<file path="src/rtl/gpio_irq_pkg.sv">
package gpio_irq_pkg;

  localparam int unsigned GIRQ_ADDR_W = 8;

  // Register byte addresses; software depends on these values
  localparam logic [GIRQ_ADDR_W-1:0] OFS_EDGE_REC  = 8'h14;
  localparam logic [GIRQ_ADDR_W-1:0] OFS_EDGE_EN   = 8'h18;
  localparam logic [GIRQ_ADDR_W-1:0] OFS_LEVEL_EN  = 8'h1C;

  typedef enum logic [1:0] {
    SEL_NONE  = 2'd0,
    SEL_REC   = 2'd1,
    SEL_EDGE  = 2'd2,
    SEL_LEVEL = 2'd3
  } reg_sel_e;

  function automatic reg_sel_e decode_addr(input logic [GIRQ_ADDR_W-1:0] addr);
    reg_sel_e sel;
    case (addr)
      OFS_EDGE_REC: sel = SEL_REC;
      OFS_EDGE_EN:  sel = SEL_EDGE;
      OFS_LEVEL_EN: sel = SEL_LEVEL;
      default:      sel = SEL_NONE;
    endcase
    return sel;
  endfunction

endpackage

</file>
<file path="src/rtl/gpio_irq_regfile.sv">
module gpio_irq_regfile
  import gpio_irq_pkg::*;
#(
  parameter int unsigned PINS = 32
) (
  input  logic                   clk,
  input  logic                   rst_n,
  input  logic                   wr_en,
  input  logic [GIRQ_ADDR_W-1:0] addr,
  input  logic [PINS-1:0]        wdata,
  input  logic [PINS-1:0]        edge_rec,
  output logic [PINS-1:0]        edge_en,
  output logic [PINS-1:0]        level_en,
  output logic                   rec_ack_en,
  output logic [PINS-1:0]        rdata
);

  reg_sel_e        sel;
  logic            edge_wr;
  logic            level_wr;
  logic [PINS-1:0] edge_en_q;
  logic [PINS-1:0] level_en_q;

  assign sel        = decode_addr(addr);
  assign edge_wr    = wr_en && (sel == SEL_EDGE);
  assign level_wr   = wr_en && (sel == SEL_LEVEL);
  assign rec_ack_en = wr_en && (sel == SEL_REC);

  always_ff @(posedge clk or negedge rst_n) begin
    if (!rst_n) begin
      edge_en_q  <= '0;
      level_en_q <= '0;
    end else begin
      if (edge_wr)  edge_en_q  <= wdata;
      if (level_wr) level_en_q <= wdata;
    end
  end

  assign edge_en  = edge_en_q;
  assign level_en = level_en_q;

  always_comb begin
    unique case (sel)
      SEL_REC:   rdata = edge_rec;
      SEL_EDGE:  rdata = edge_en_q;
      SEL_LEVEL: rdata = level_en_q;
      default:   rdata = '0;
    endcase
  end


  edge_en_load_chk: assert property (@(posedge clk) disable iff (!rst_n)
    edge_wr |=> (edge_en == $past(wdata)))
    else $error("edge enable did not load written word");


  level_en_load_chk: assert property (@(posedge clk) disable iff (!rst_n)
    level_wr |=> (level_en == $past(wdata)))
    else $error("level enable did not load written word");


  stray_write_chk: assert property (@(posedge clk) disable iff (!rst_n)
    (wr_en && (sel == SEL_NONE)) |=> ($stable(edge_en) && $stable(level_en)))
    else $error("write to unmapped address changed an enable mask");

endmodule

</file>
<file path="src/rtl/gpio_edge_record.sv">
module gpio_edge_record #(
  parameter int unsigned PINS = 32
) (
  input  logic            clk,
  input  logic            rst_n,
  input  logic [PINS-1:0] pin_level,
  input  logic            ack_en,
  input  logic [PINS-1:0] ack_keep,
  output logic [PINS-1:0] edge_rec,
  output logic [PINS-1:0] rise_evt
);

  logic [PINS-1:0] prev_q;
  logic [PINS-1:0] rec_q;
  logic            armed_q;

  // A 0-to-1 step between two sampled values, suppressed until one sample exists
  function automatic logic [PINS-1:0] find_rises(
    input logic [PINS-1:0] now_v,
    input logic [PINS-1:0] was_v,
    input logic            armed
  );
    return armed ? (now_v & ~was_v) : '0;
  endfunction

  // Acknowledge keeps bits written as 1; fresh rises are ORed in afterwards
  function automatic logic [PINS-1:0] update_record(
    input logic [PINS-1:0] cur,
    input logic [PINS-1:0] rises,
    input logic            ack,
    input logic [PINS-1:0] keep
  );
    logic [PINS-1:0] kept;
    kept = ack ? (cur & keep) : cur;
    return kept | rises;
  endfunction

  assign rise_evt = find_rises(pin_level, prev_q, armed_q);

  always_ff @(posedge clk or negedge rst_n) begin
    if (!rst_n) begin
      prev_q  <= '0;
      rec_q   <= '0;
      armed_q <= 1'b0;
    end else begin
      prev_q  <= pin_level;
      armed_q <= 1'b1;
      rec_q   <= update_record(rec_q, rise_evt, ack_en, ack_keep);
    end
  end

  assign edge_rec = rec_q;


  rise_sticks_chk: assert property (@(posedge clk) disable iff (!rst_n)
    (rise_evt != '0) |=> ((edge_rec & $past(rise_evt)) == $past(rise_evt)))
    else $error("captured rise missing from edge record");


  record_holds_chk: assert property (@(posedge clk) disable iff (!rst_n)
    !ack_en |=> ((edge_rec & $past(edge_rec)) == $past(edge_rec)))
    else $error("edge record bit dropped without acknowledge");


  no_spurious_rec_chk: assert property (@(posedge clk) disable iff (!rst_n)
    (!ack_en && rise_evt == '0) |=> $stable(edge_rec))
    else $error("edge record changed with no rise and no acknowledge");

endmodule

</file>
<file path="src/rtl/gpio_group_or.sv">
module gpio_group_or #(
  parameter int unsigned PINS  = 32,
  parameter int unsigned GROUP = 8
) (
  input  logic                    clk,
  input  logic                    rst_n,
  input  logic [PINS-1:0]         pending,
  output logic [PINS/GROUP-1:0]   irq
);

  localparam int unsigned GROUPS = PINS / GROUP;

  for (genvar g = 0; g < GROUPS; g++) begin : g_grp
    assign irq[g] = |pending[g*GROUP +: GROUP];
  end


  quiet_when_idle_chk: assert property (@(posedge clk) disable iff (!rst_n)
    (pending == '0) |-> (irq == '0))
    else $error("group line active with nothing pending");


  some_line_when_busy_chk: assert property (@(posedge clk) disable iff (!rst_n)
    (pending != '0) |-> (irq != '0))
    else $error("pending pin reached no group line");

endmodule

</file>
<file path="src/rtl/gpio_irq_summary.sv">
module gpio_irq_summary
  import gpio_irq_pkg::*;
#(
  parameter int unsigned PINS   = 32,
  parameter int unsigned GROUP  = 8,
  localparam int unsigned GROUPS = PINS / GROUP
) (
  input  logic                   clk,
  input  logic                   rst_n,
  input  logic [PINS-1:0]        pin_level,
  input  logic                   reg_wr_en,
  input  logic [GIRQ_ADDR_W-1:0] reg_addr,
  input  logic [PINS-1:0]        reg_wdata,
  output logic [PINS-1:0]        reg_rdata,
  output logic [GROUPS-1:0]      irq_group
);

  logic [PINS-1:0] edge_rec;
  logic [PINS-1:0] rise_evt;
  logic [PINS-1:0] edge_en;
  logic [PINS-1:0] level_en;
  logic            rec_ack_en;
  logic [PINS-1:0] pending;

  // Per-pin merge of the live level source and the sticky edge source
  function automatic logic [PINS-1:0] merge_sources(
    input logic [PINS-1:0] lvl,
    input logic [PINS-1:0] lvl_en,
    input logic [PINS-1:0] rec,
    input logic [PINS-1:0] rec_en
  );
    return (lvl & lvl_en) | (rec & rec_en);
  endfunction

  gpio_irq_regfile #(.PINS(PINS)) regs_i (
    .clk        (clk),
    .rst_n      (rst_n),
    .wr_en      (reg_wr_en),
    .addr       (reg_addr),
    .wdata      (reg_wdata),
    .edge_rec   (edge_rec),
    .edge_en    (edge_en),
    .level_en   (level_en),
    .rec_ack_en (rec_ack_en),
    .rdata      (reg_rdata)
  );

  gpio_edge_record #(.PINS(PINS)) rec_i (
    .clk       (clk),
    .rst_n     (rst_n),
    .pin_level (pin_level),
    .ack_en    (rec_ack_en),
    .ack_keep  (reg_wdata),
    .edge_rec  (edge_rec),
    .rise_evt  (rise_evt)
  );

  assign pending = merge_sources(pin_level, level_en, edge_rec, edge_en);

  gpio_group_or #(.PINS(PINS), .GROUP(GROUP)) grp_i (
    .clk     (clk),
    .rst_n   (rst_n),
    .pending (pending),
    .irq     (irq_group)
  );


  masked_silent_chk: assert property (@(posedge clk) disable iff (!rst_n)
    (edge_en == '0 && level_en == '0) |-> (irq_group == '0))
    else $error("group line active with both masks clear");


  level_passes_chk: assert property (@(posedge clk) disable iff (!rst_n)
    ((pin_level & level_en) != '0) |-> (irq_group != '0))
    else $error("enabled active level did not reach a group line");


  enabled_rec_passes_chk: assert property (@(posedge clk) disable iff (!rst_n)
    ((edge_rec & edge_en) != '0) |-> (irq_group != '0))
    else $error("enabled edge record did not reach a group line");


  first_edge_quiet_chk: assert property (@(posedge clk) disable iff (!rst_n)
    $rose(rst_n) |-> (rise_evt == '0))
    else $error("rise reported before any sample was taken");

endmodule

</file>
<file path="config.mk">
export PLATFORM = sky130hd
export DESIGN_NAME = gpio_irq_summary
export DESIGN_NICKNAME = d
export VERILOG_FILES = /design/src/rtl/gpio_irq_pkg.sv /design/src/rtl/gpio_irq_regfile.sv /design/src/rtl/gpio_edge_record.sv /design/src/rtl/gpio_group_or.sv /design/src/rtl/gpio_irq_summary.sv
export SDC_FILE = /design/constraint.sdc
export NUM_CORES = 1
export LEC_CHECK = 0
export ABC_AREA = 1
export BUFFER_PORTS_ARGS = -buffer_cell sky130_fd_sc_hd__buf_4
export CORE_AREA = 5 5 120 122
export DETAILED_ROUTE_END_ITERATION = 8
export DIE_AREA = 0 0 125 127
export GPL_TIMING_DRIVEN = 1
export PLACE_DENSITY = 0.85
export SYNTH_ARGS = -nofsm -noshare
export SYNTH_HDL_FRONTEND = slang
export SYNTH_HIERARCHICAL = 1
export SYNTH_SLANG_ARGS = --single-unit
</file>
<file path="constraint.sdc">
create_clock -name clk -period 1.15 [get_ports clk]
set_input_delay 0.23 -clock clk [delete_from_list [all_inputs] [get_ports clk]]
set_output_delay 0.23 -clock clk [all_outputs]
set_load 0.05 [all_outputs]
</file>
* Word level (Yosys, flattened, before mapping) *
Index checks and enable logic that the tools add are counted.

storage, ports and cells
  latch bits = 0
  input bits = 75
  ROM bits = 0
  logic and storage cells = 29
  output and inout port bits = 36
  bits in registers = 129
  memories kept = 0
  bits in writable memories = 0

cells by class
  divide/modulo/power cells = 0
  add/sub/neg operators = 0
  $mul = 0
  reduce and logical (&&, ||, !) cells = 7
  magnitude comparators = 0
  equal/unequal tests = 6
  bitwise operators = 7
  mux-type cells = 4
  shift operators = 0

operator list
  kind                                                  count
  AND 32 bit                                            4
  one-hot mux 32 bit (3 select lines)                   1
  two-way mux 32 bit                                    2
  bitwise OR 32 bit                                     2
  NOT 32 bit                                            1
  OR reduction 8 bit                                    4
  equality test 8 x 5 -> 1 bit (second input constant)  3
  one-hot mux 2 bit (3 select lines)                    1
  equality test 2 bit (second input constant)           2
  logical AND 1 bit                                     3
  equality test 2 x 1 -> 1 bit (second input constant)  1

* Logic depth before layout (Yosys ltp) *
  word-level depth = 6
  depth in mapped cells = 9
  depth with buffers taken out = 7

* Modules after synthesis *
The synthesis kept the hierarchy.

by module, submodules not included
  module            cells an instance  instances  seq. area each (µm²)  area each (µm²)
  gpio_irq_regfile  453                1          1601.5                3462.1
  gpio_edge_record  296                1          1626.6                2567.5
  gpio_irq_summary  96                 1          0.0                   360.3
  gpio_group_or     60                 1          0.0                   225.2

* Least setup slack after synthesis *
Ideal clock, no wire load.

  path kind = input -> output
  start = input port reg_addr[7]
  end = output port reg_rdata[0]
  arrival = 1269 ps
  cell stages on the path = 7
  slack = -349 ps
  path buffers = 2
  required time = 920 ps
  path through = nor2_2 inv_2 nor2_4 buf_6 buf_2 nand3_1 nand3_1

on the way
  cells in the longest elaborated chain, start to end = 4
  elaborated cells between the ends (all ways) = 8
  classes of those cells = eq/ne: 6; mux: 2

RTL lines
  item                                                                        line                    text
  from (decl)                                                                 gpio_irq_summary.sv:12  input logic [GIRQ_ADDR_W-1:0] reg_addr,
  equality test 8 x 5 -> 1 bit                                                gpio_irq_pkg.sv:19      case (addr)
  one-hot mux 2 bit (3 select lines) *                                        gpio_irq_pkg.sv:19
  equality test 2 bit / equality test 2 x 1 -> 1 bit (equally long branches)  gpio_irq_regfile.sv:43  unique case (sel)
  one-hot mux 32 bit (3 select lines) *                                       gpio_irq_regfile.sv:43
  to (decl)                                                                   gpio_irq_summary.sv:14  output logic [PINS-1:0] reg_rdata,

Mark *: on every way between the ends. The rest lies on a longest branch, timed or not.

* Final worst setup path *
  start = register regs_i.level_en_q[10] (netlist: regs_i/level_en[10])
  end = output port irq_group[1]

on the way
  cells in the longest elaborated chain, start to end = 3

RTL lines
  item                    line                    text
  from (decl)             gpio_irq_regfile.sv:22  logic [PINS-1:0] level_en_q;
  from (signal assigned)  gpio_irq_regfile.sv:35  if (level_wr) level_en_q <= wdata;
  AND 32 bit              gpio_irq_summary.sv:32  return (lvl & lvl_en) | (rec & rec_en);
  bitwise OR 32 bit       gpio_irq_summary.sv:32
  via pending[10]         gpio_irq_summary.sv:23  logic [PINS-1:0] pending;
  OR reduction 8 bit      gpio_group_or.sv:14     assign irq[g] = |pending[g*GROUP +: GROUP];
  to (decl)               gpio_irq_summary.sv:15  output logic [GROUPS-1:0] irq_group

The timed path passes the listed nets, and every way through them passes these cells.

==> impl_metrics.xml <==
<?xml version="1.0" encoding="UTF-8"?>
<metrics>
  <group name="route">
    <metric name="vias_per_cell" unit="">6.82</metric>
    <metric name="drtPass1Iterations" unit="">8</metric>
    <metric name="routed_wirelength" unit="µm">39100</metric>
    <metric name="wire_per_inst" unit="µm">28.8</metric>
    <metric name="initialDrtViolationCount" unit="">2016</metric>
    <metric name="drcViolationCount" unit="">0</metric>
    <metric name="ant_nets" unit="">0</metric>
    <metric name="vias" unit="">9263</metric>
  </group>
  <group name="critical_path">
    <metric name="crit-reg2reg-launch" unit="">rec_i/armed_q</metric>
    <metric name="crit_path_start_kind" unit="">flop</metric>
    <metric name="critical-path-slowest-cell" unit="">sky130_fd_sc_hd__dfrtp_1</metric>
    <metric name="worst_path_largest_cell_delay" unit="ns">0.49</metric>
    <metric name="cp_cell_sequence" unit="">nand2_1, nand2_1, inv_1, nand2_1, nor2_4, nand2_2, buf_8</metric>
    <metric name="r2r_end" unit="">rec_i/edge_rec[10]</metric>
    <metric name="r2r_slack" unit="ns">-0.01</metric>
    <metric name="critical_path_peak_fanout" unit="">2</metric>
    <metric name="cp_endpoint_kind" unit="">primary output</metric>
    <metric name="cpMostUsedCell" unit="">sky130_fd_sc_hd__nand2_1</metric>
    <metric name="worst_r2r_path_depth" unit="">3</metric>
    <metric name="arrival" unit="ns">1.76</metric>
    <metric name="wp_data_required" unit="ns">0.92</metric>
    <metric name="timing.setup.critical_path_class" unit="">flop to primary output</metric>
  </group>
  <group name="synth">
    <metric name="synthesis.area" unit="µm²">6490</metric>
    <metric name="yosys_warnings" unit="">6</metric>
    <metric name="mappedNetlistNets" unit="">948</metric>
    <metric name="synthesized_instance_count" unit="">873</metric>
    <metric name="synth.avg_cell_area" unit="µm²">7.44</metric>
  </group>
  <group name="power">
    <metric name="leakage" unit="µW">0.00607</metric>
    <metric name="power.density" unit="nW/µm²">1110</metric>
    <metric name="report.power.total" unit="µW">13300</metric>
    <metric name="ir_worst_vdd" unit="V">0.00140</metric>
  </group>
  <group name="clock_tree">
    <metric name="htreeDepth" unit="">4</metric>
    <metric name="clockRootBuffer" unit="">sky130_fd_sc_hd__clkbuf_16</metric>
    <metric name="tritoncts" unit="">yes</metric>
    <metric name="clock-sinks" unit="">129</metric>
    <metric name="cts_max_path_buffers" unit="">2</metric>
    <metric name="path_clk_slew" unit="ns">0.06</metric>
    <metric name="clkLatencyLatePin" unit="ns">0.44</metric>
    <metric name="tritoncts.num_buffers" unit="">17</metric>
  </group>
  <group name="die">
    <metric name="initial_utilization" unit="">0.496</metric>
    <metric name="fp-row-count" unit="">42</metric>
    <metric name="coreArea" unit="µm²">13100</metric>
    <metric name="die-width" unit="µm">125</metric>
    <metric name="dieHeight" unit="µm">127</metric>
    <metric name="ios" unit="">111</metric>
    <metric name="die-area" unit="µm²">15900</metric>
  </group>
  <group name="hold_path">
    <metric name="hold_path.class" unit="">input port to flop</metric>
    <metric name="holdPathEnd" unit="">rec_i/prev_q[28]</metric>
    <metric name="hold_path_startpoint" unit="">pin_level[28]</metric>
    <metric name="hold-path-cell-count" unit="">2</metric>
  </group>
  <group name="grt">
    <metric name="grt_antenna_before_repair" unit="">0</metric>
    <metric name="grtUsageTotal" unit="">0.352</metric>
    <metric name="global_route_congestion_overflow_total" unit="">0</metric>
    <metric name="first_pass_grt_wire_length" unit="µm">44400</metric>
    <metric name="number_of_global_route_vias_before_repair" unit="">8543</metric>
    <metric name="grt_start_max_net_pins" unit="">39</metric>
  </group>
  <group name="layout">
    <metric name="net_count_reported_at_finish" unit="">1245</metric>
    <metric name="multi_input_area" unit="µm²">4150</metric>
    <metric name="area.growth.synth_to_final" unit="%">85.7</metric>
    <metric name="post_layout_nonfiller_instances" unit="">1359</metric>
    <metric name="post_route_cell_area" unit="µm²">12100</metric>
    <metric name="drive_above_1_share" unit="">0.502</metric>
    <metric name="regArea" unit="µm²">3230</metric>
    <metric name="number_of_inserted_diodes" unit="">0</metric>
    <metric name="finalCoreUtilization" unit="">0.922</metric>
    <metric name="filler_cell_count" unit="">357</metric>
  </group>
  <group name="outcome">
    <metric name="outcome" unit="">finished, violations left</metric>
    <metric name="failed_checks" unit="">setup timing</metric>
  </group>
  <group name="timing">
    <metric name="final_min_period_over_clock_period" unit="">1.73</metric>
    <metric name="setup_viol" unit="">132</metric>
    <metric name="slew_viol_final" unit="">0</metric>
    <metric name="setup_repair_after_global_routing_missed_its_margin" unit="">yes</metric>
    <metric name="maxSlewHeadroom" unit="">0.631</metric>
    <metric name="max_slew.worst_pin.slew" unit="ns">0.553</metric>
    <metric name="clock.fmax" unit="MHz">504</metric>
    <metric name="timing.final.crit_period" unit="ns">1.99</metric>
    <metric name="timing.final.ws_setup" unit="ns">-0.835</metric>
    <metric name="finalHoldViolCount" unit="">0</metric>
    <metric name="timing.clock.skew" unit="ns">0.0112</metric>
  </group>
  <group name="place">
    <metric name="gp_routability_congestion" unit="">0.863</metric>
    <metric name="post-place-cells" unit="">1271</metric>
    <metric name="io_buffer_count" unit="">110</metric>
    <metric name="dp_worst_setup_slack" unit="ns">-0.502</metric>
    <metric name="place_area" unit="µm²">9060</metric>
    <metric name="dp.final_hpwl" unit="µm">13900</metric>
  </group>
  <group name="job">
    <metric name="maxCapViolCount" unit="">0</metric>
  </group>
</metrics>
==> registers in the layout, indices dropped and copies added (netlist names) <==
name,flops
rec_i/armed_q,1
rec_i/edge_rec,32
rec_i/prev_q,32
regs_i/edge_en,32
regs_i/level_en,32
==> power by group <==
| part | internal, µW | switching [µW] | total, µW | leakage [µW] |
|---|---|---|---|---|
| clock network | 3670 | 2330 | 6000 | 0.000290 |
| logic | 981 | 1490 | 2470 | 0.00423 |
| registers | 4720 | 134 | 4850 | 0.00155 |
==> final cells by class <==
cell class,count,area share
Multi-Input combinational cell,591,0.344
Timing Repair Buffer,327,0.286
Sequential cell,129,0.268
Clock buffer,18,0.0364
Inverter,104,0.0324
Tap cell,176,0.0183
Clock inverter,14,0.0157
==> critical path: cells and delay by family, from the launching register on <==
kind          cells  cell delay [ns]
simple gates      5             0.58
flops             1             0.49
buf+inv           2             0.24
==> per-layer routing <==
metal / share of wire / GRT usage / vias up
met2: 0.43 / 0.580 / 1189
met1: 0.31 / 0.410 / 4229
li1: - / - / 3365
met4: 0.12 / 0.224 / 0
met5: 0 / 0 / -
met3: 0.14 / 0.0918 / 480
==> layout by cell type (no fill, tap or decap), drive strengths merged <==
cell         count
and3             1
buf            305
bufbuf           1
bufinv           4
clkbuf          25
clkinv           4
clkinvlp         6
conb             1
dfrtp          129
dlygate4sd3     14
inv            104
nand2          347
nand3          194
nand4           32
nor2            16
==> metrics by stage <==
step | TNS, ns | hold WS, ns
2_1_floorplan | -10.01 | -0.0656
3_3_place_gp | -44.04 | 0.140
3_5_place_dp | -45.91 | 0.137
4_1_cts | -20.08 | 0.0118
5_1_grt | -53.49 | 0.0170
6_report | -50.98 | 0.0154
==> worst max-delay path by stage <==
| stage | startpoint | end | slack [ns] | depth (start not counted) |
|---|---|---|---|---|
| final | regs_i/level_en[10] | irq_group[1] | -0.84 | 7 |
| after global routing | regs_i/edge_en[15] | irq_group[1] | -0.87 | 7 |
| after CTS | regs_i/edge_en[19] | irq_group[2] | -0.50 | 7 |
| after detailed placement | reg_addr[7] | reg_rdata[25] | -0.50 | 9 |
| after global placement | reg_addr[7] | reg_rdata[3] | -0.48 | 9 |
| after floorplan | reg_addr[7] | reg_rdata[0] | -0.17 | 7 |
==> what timing repair did <==
| item | CTS | global route |
|---|---|---|
| pin swaps | 17 | 70 |
| buffers inserted | 13 | 23 |
| gates cloned | 6 | 9 |
| endpoints found under the setup margin | 40 | 127 |
| hold buffers | 14 | 0 |
| gates resized for setup | 183 | 229 |
| hold endpoints to repair | 51 | 0 |
Note: power is estimated with default switching activity, not from simulation.
